File: config.mk
export PLATFORM = sky130hd
export DESIGN_NAME = bus_xcvr_reg
export DESIGN_NICKNAME = d
export VERILOG_FILES = /design/src/rtl/xcvr_pkg.sv /design/src/rtl/xcvr_capgen.sv /design/src/rtl/xcvr_lane.sv /design/src/rtl/bus_xcvr_reg.sv
export SDC_FILE = /design/constraint.sdc
export NUM_CORES = 1
export LEC_CHECK = 0
export CORE_ASPECT_RATIO = 0.5
export CORE_MARGIN = 4
export CORE_UTILIZATION = 45
export CTS_CLUSTER_SIZE = 28
export DETAILED_ROUTE_END_ITERATION = 12
export DONT_BUFFER_PORTS = 1
export GPL_TIMING_DRIVEN = 0
export PLACE_DENSITY_LB_ADDON = 0.05
export SYNTH_ARGS = -nofsm -noshare
export SYNTH_HDL_FRONTEND = slang
export SYNTH_HIERARCHICAL = 1
export SYNTH_SLANG_ARGS = --single-unit
File: constraint.sdc
create_clock -name clk -period 1.4 [get_ports clk]
set_input_delay 0.28 -clock clk [delete_from_list [all_inputs] [get_ports clk]]
set_output_delay 0.28 -clock clk [all_outputs]
set_load 0.02 [all_outputs]
File: src/rtl/xcvr_pkg.sv
package xcvr_pkg;

   typedef enum logic [1:0] {
      LM_ISOLATE = 2'd0,
      LM_DRIVE_A = 2'd1,
      LM_DRIVE_B = 2'd2
   } lane_mode_e;

   function automatic lane_mode_e lane_mode(input logic iso, input logic to_b);
      if (iso)       return LM_ISOLATE;
      else if (to_b) return LM_DRIVE_B;
      else           return LM_DRIVE_A;
   endfunction

endpackage

File: src/rtl/xcvr_capgen.sv
module xcvr_capgen #(
   parameter bit EDGE_MODE = 1'b1
) (
   input  logic clk,
   input  logic rst_n,
   input  logic grab,
   output logic load
);
   generate
      if (EDGE_MODE) begin : g_edge
         logic grab_q;
         // starts high so a line already high at reset release is not an edge
         always_ff @(posedge clk or negedge rst_n) begin
            if (!rst_n) grab_q <= 1'b1;
            else        grab_q <= grab;
         end
         assign load = grab & ~grab_q;
      end else begin : g_strobe
         assign load = grab;
      end
   endgenerate
endmodule

File: src/rtl/xcvr_lane.sv
module xcvr_lane
   import xcvr_pkg::*;
#(
   parameter int       LANE_W    = 8,
   parameter bit       EDGE_MODE = 1'b1
) (
   input  logic              clk,
   input  logic              rst_n,
   input  logic              iso,
   input  logic              to_b,
   input  logic              grab_a,
   input  logic              grab_b,
   input  logic              b_pick_reg,
   input  logic              a_pick_reg,
   input  logic [LANE_W-1:0] a_in,
   input  logic [LANE_W-1:0] b_in,
   output logic [LANE_W-1:0] a_out,
   output logic              a_drv,
   output logic [LANE_W-1:0] b_out,
   output logic              b_drv
);
   logic              ld_a, ld_b;
   logic [LANE_W-1:0] store_a, store_b;
   lane_mode_e        mode;

   xcvr_capgen #(.EDGE_MODE(EDGE_MODE)) u_cap_a (
      .clk(clk), .rst_n(rst_n), .grab(grab_a), .load(ld_a));
   xcvr_capgen #(.EDGE_MODE(EDGE_MODE)) u_cap_b (
      .clk(clk), .rst_n(rst_n), .grab(grab_b), .load(ld_b));

   // loading ignores the drive mode entirely
   always_ff @(posedge clk or negedge rst_n) begin
      if (!rst_n) begin
         store_a <= '0;
         store_b <= '0;
      end else begin
         if (ld_a) store_a <= a_in;
         if (ld_b) store_b <= b_in;
      end
   end

   assign mode = lane_mode(iso, to_b);

   always_comb begin
      a_drv = (mode == LM_DRIVE_A);
      b_drv = (mode == LM_DRIVE_B);
      a_out = '0;
      b_out = '0;
      if (b_drv) b_out = b_pick_reg ? store_a : a_in;
      if (a_drv) a_out = a_pick_reg ? store_b : b_in;
   end
endmodule

File: src/rtl/bus_xcvr_reg.sv
module bus_xcvr_reg #(
   parameter int LANES     = 4,
   parameter int LANE_W    = 8,
   parameter bit EDGE_MODE = 1'b1
) (
   input  logic                    clk,
   input  logic                    rst_n,
   input  logic [LANES-1:0]        iso,
   input  logic [LANES-1:0]        to_b,
   input  logic [LANES-1:0]        grab_a,
   input  logic [LANES-1:0]        grab_b,
   input  logic [LANES-1:0]        b_pick_reg,
   input  logic [LANES-1:0]        a_pick_reg,
   input  logic [LANES*LANE_W-1:0] a_in,
   input  logic [LANES*LANE_W-1:0] b_in,
   output logic [LANES*LANE_W-1:0] a_out,
   output logic [LANES-1:0]        a_drv,
   output logic [LANES*LANE_W-1:0] b_out,
   output logic [LANES-1:0]        b_drv
);
   localparam int BUS_W = LANES * LANE_W;

   if (LANES < 1 || LANES > 64) begin : g_bad_lanes
      $error("bus_xcvr_reg: LANES out of range");
   end
   if (LANE_W < 1 || BUS_W > 4096) begin : g_bad_width
      $error("bus_xcvr_reg: LANE_W out of range");
   end

   // lane i owns bits i*LANE_W +: LANE_W
   for (genvar i = 0; i < LANES; i++) begin : g_lane
      xcvr_lane #(.LANE_W(LANE_W), .EDGE_MODE(EDGE_MODE)) u_lane (
         .clk        (clk),
         .rst_n      (rst_n),
         .iso        (iso[i]),
         .to_b       (to_b[i]),
         .grab_a     (grab_a[i]),
         .grab_b     (grab_b[i]),
         .b_pick_reg (b_pick_reg[i]),
         .a_pick_reg (a_pick_reg[i]),
         .a_in       (a_in[i*LANE_W +: LANE_W]),
         .b_in       (b_in[i*LANE_W +: LANE_W]),
         .a_out      (a_out[i*LANE_W +: LANE_W]),
         .a_drv      (a_drv[i]),
         .b_out      (b_out[i*LANE_W +: LANE_W]),
         .b_drv      (b_drv[i])
      );
   end
endmodule

After elaboration in Yosys (flattened, before gate mapping)
Index checks and enable logic that the tools add are counted.

Muxes and demuxes: 24. Bitwise logic cells: 16. Equality and inequality tests: 8.

Operators with widths (count): $mux 8 (16); $mux 2 (8); $and 1x1->1 (8); $eq 2x1->1 const B (4); $eq 2x2->1 const B (4); $not 1->1 (8).

Output and inout bits: 72. Word-level logic and storage cells: 64. Bits of input ports: 90. Register bits after elaboration: 72.

Longest topological paths before layout
Depth after elaboration: 4. Depth in mapped cells: 3. Mapped depth without buffers: 2.

Cells and area by module
The synthesis kept the hierarchy.

By module, submodules not included: xcvr_lane (times used 4, sequential area each 400.4 µm², cells each 74, area each 934.6 µm²); xcvr_capgen (times used 8, sequential area each 26.3 µm², cells each 2, area each 40.0 µm²).

Worst setup path after synthesis
OpenSTA, ideal clock, no wires.

Path type: input-to-output. Start point: input port to_b[0]. End point: output port a_out[0]. Data arrival time: 934 ps. Buffers on the path: 1. Data required time: 1120 ps. Path slack: 186 ps. Cell stages on the path: 3. Path through: or2_1 buf_6 nor2_1.

Longest elaborated chain between the ends: 4.

Ends and longest elaborated chain: from (decl) (line bus_xcvr_reg.sv:9) `input logic [LANES-1:0] to_b,`; $mux 2 (line xcvr_pkg.sv:11) `else if (to_b) return LM_DRIVE_B;`; $mux 2 (line xcvr_pkg.sv:10) `if (iso) return LM_ISOLATE;`; $eq 2x1->1 (line xcvr_lane.sv:45) `a_drv = (mode == LM_DRIVE_A);`; $mux 8 (line xcvr_lane.sv:50) `if (a_drv) a_out = a_pick_reg ? store_b : b_in;`; to (decl) (line bus_xcvr_reg.sv:16) `output logic [LANES*LANE_W-1:0] a_out,`.

Every way passes these cells.

Worst setup path after layout
Start point: register g_lane[2].u_lane.store_a[5]. End point: output port b_out[21].

Longest elaborated chain between the ends: 2.

Ends and longest elaborated chain: from (decl) (line xcvr_lane.sv:23) `logic [LANE_W-1:0] store_a, store_b;`; from (signal assigned) (line xcvr_lane.sv:37) `if (ld_a) store_a <= a_in;`; $mux 8 (2 in series) (line xcvr_lane.sv:49) `if (b_drv) b_out = b_pick_reg ? store_a : a_in;`; to (decl) (line bus_xcvr_reg.sv:18) `output logic [LANES*LANE_W-1:0] b_out,`.

Every way passes these cells.

==> results.py <==
metrics = {
    "worst_setup_path": {
        "cp.required_ns": 1.12,
        "crit_fanout": 2,
        "r2r_end": "g_lane[3].u_lane/store_a[3]$_DFFE_PN0P_",
        "end_kind": "output pin",
        "startpoint": "g_lane[2].u_lane/store_a[5]$_DFFE_PN0P_",
        "reg2regPathDepth": 3,
        "crit_path_start_kind": "flip-flop",
        "r2r_start": "g_lane[3].u_lane/u_cap_a/g_edge.grab_q$_DFF_PN1_",
        "worstSetupPathType": "flip-flop to output pin",
        "worstPathArrival_ns": 1.08,
        "r2r_setup_slack_ns": 0.25,
    },
    "global_route": {
        "grt_pass1_wl_mm": 12.0,
        "grt_pass1_vias": 2372,
        "grt-ovfl-total": 0,
        "grt_max_degree": 73,
        "track_usage": 0.146,
        "grt_antenna_before_repair": 0,
    },
    "place": {
        "placed_cell_area_um2": 4210,
        "portBuffers": 0,
        "gp_congestion": 0.768,
        "dp_slack_ns": 0.0737,
        "dp_hpwl_mm": 5.90,
    },
    "sta": {
        "slew_violations": 0,
        "fin_skew_ns": 0.00606,
        "post-route-min-period_ns": 1.36,
        "setup_viol_count_final": 0,
        "slew_headroom": 0.723,
        "hold_viol": 72,
        "hold_ws_ns": -0.348,
        "max_freq_mhz": 737,
        "finalWorstSetupSlack_ns": 0.0424,
        "worst_slew_pin_slew_ns": 0.414,
        "finalCritPeriodShare": 0.970,
    },
    "cts": {
        "holdBufCountCts": 8,
        "h-tree-depth": 3,
        "numCtsBuffers": 9,
        "insertion_delay_ns": 0.32,
        "clock_sinks": 72,
        "clockRootBuffer": "clkbuf_16",
        "cts_buffer_depth": 2,
        "cts_tree": "yes",
        "post_cts_buffers": 0,
        "clk_pin_slew_ns": 0.05,
    },
    "synthesis": {
        "syn_avg_cell_area_um2": 13.0,
        "synth_area_leader_cell": "dfrtp_1",
        "synth-simple-area-share": 0.0986,
        "ys_warn_count": 6,
        "synth-seq-cells": 72,
        "synth_nets": 402,
        "syn_area_um2": 4060,
        "synthDistinctLibCells": 13,
        "synthXorXnorAreaFrac": 0,
        "yosys-top-cells-area": "dfrtp_1 39%, mux2_4 24%, mux2i_1 16%, nor2_1 5.9%, dfstp_2 5.2%",
        "synth_top_family_by_area": "multiplexers",
        "synth_adder_area_share": 0,
        "synth_mux_area_frac": 0.395,
        "ys_seq_area_frac": 0.446,
        "synth_top_area_frac": 0.395,
        "synthCells": 312,
        "synth_compound_area_frac": 0,
    },
    "routing": {
        "drt_iter0_markers": 58,
        "wl_met1_mm": 3.33,
        "vias": 2320,
        "via_per_inst": 5.12,
        "ant_nets": 0,
        "routed_wl_mm": 8.10,
        "wl_met2_mm": 3.93,
        "drc": 0,
        "avgRoutedWirePerCell_um": 17.9,
        "dr_wl_met3_um": 750,
        "dr.max_layer_used": "met4",
        "firstDrtPassIters": 4,
    },
    "floorplan": {
        "die_w_um": 142,
        "rows": 24,
        "core-area_um2": 8740,
        "io_pins": 162,
        "dieArea_um2": 10700,
        "die_h_um": 75.2,
        "initial_core_util": 0.464,
    },
    "cells_and_area": {
        "antenna-diode-count": 0,
        "final_layout_size_suffix_gt1_frac": 0.452,
        "fillers": 769,
        "area_growth_pct": 14.3,
        "final_area_um2": 4640,
        "fin_nets": 421,
    },
    "run_status": {
        "status": "complete, but fails checks",
        "failed_checks": "negative hold slack",
    },
    "run": {
        "maxCapViolCount": 0,
    },
    "min_path": {
        "hold_path_class": "primary input to async pin",
    },
    "power": {
        "powerDensity_nw_per_um2": 1240,
        "vdd_drop_max_v": 0.000700,
        "p_leak_nw": 2.22,
        "totalPowerFinal_w": 0.00578,
    },
}
[critical path, cell delays in order (launching register included)]
cell and delay [ns]:
dfrtp_1 0.36, mux2i_1 0.09, nor2_1 0.31
[through the flow]
step	util	cells	setup TNS (ns)
after CTS	0.523	453	0
after global routing	0.531	453	-0.00268
after global placement	0.481	429	0
after detailed placement	0.481	429	0
final	0.531	453	0
after floorplan	-	312	0
[how the worst max path moves through the flow]
stage | slack (ns) | endpoint
2_1_floorplan | 0.19 | a_out[0]
3_3_place_gp | 0.08 | a_out[22]
3_5_place_dp | 0.07 | a_out[25]
4_1_cts | 0.002 | b_out[2]
5_1_grt | -0.003 | b_out[31]
6_report | 0.04 | b_out[21]
[cells in the final DEF (no fill, tap or decap), types with 9 or more instances in the layout]
master,n
clkbuf_16,9
dfrtp_1,64
buf_6,12
nor2_2,31
mux2_4,64
mux2i_1,64
nor2_1,33
[layout make-up]
type,count,area [um2],share of cell area
multi-input cells,208,2080,0.448
flip-flops and latches,72,1810,0.390
clock buffers,14,264,0.0569
plain buffers,24,215,0.0464
well taps,117,146,0.0315
repair buffers,8,80.1,0.0173
inverters,8,30.0,0.00647
clock inverters,2,13.8,0.00297
[cell families (layout without fill, tap and decap cells)]
| kind of cell | after synthesis | count (layout) |
|---|---|---|
| simple gates | 80 | 80 |
| mux | 128 | 128 |
| buf+inv | 32 | 56 |
| flops | 72 | 72 |
[state kept, by name (all words and copies together), names as in the netlist]
name / flops
g_lane.u_lane/store_a: 32
g_lane.u_lane/store_b: 32
g_lane.u_lane/u_cap_a/g_edge.grab_q: 4
g_lane.u_lane/u_cap_b/g_edge.grab_q: 4
[power breakdown]
group          internal (W)  switching, W  leakage, nW
logic              0.000627      0.000496         1.25
registers           0.00238      0.000172        0.835
clock network       0.00130      0.000804        0.137
total               0.00430       0.00147         2.22
[layer usage]
layer  up-vias  global-route usage
li1       1081                   -
met1      1137               0.177
met2        94               0.242
met3         8              0.0609
met4         0              0.0485
met5         -                   0
[repair_timing]
action	4_1_cts	5_1_grt
endpoints found under the hold margin	80	72
gates resized for setup	4	27
pin swaps	0	0
setup endpoints to repair	4	27
[cells in the mapped netlist]
master	n
nor2_1	64
dfrtp_1	64
mux2_4	64
or2_1	4
buf_6	12
nor2b_4	8
buf_4	8
inv_1	4
nand2b_1	4
dfstp_2	8
buf_2	4
mux2i_1	64
inv_2	4
Power figures use the tool's default switching activity.
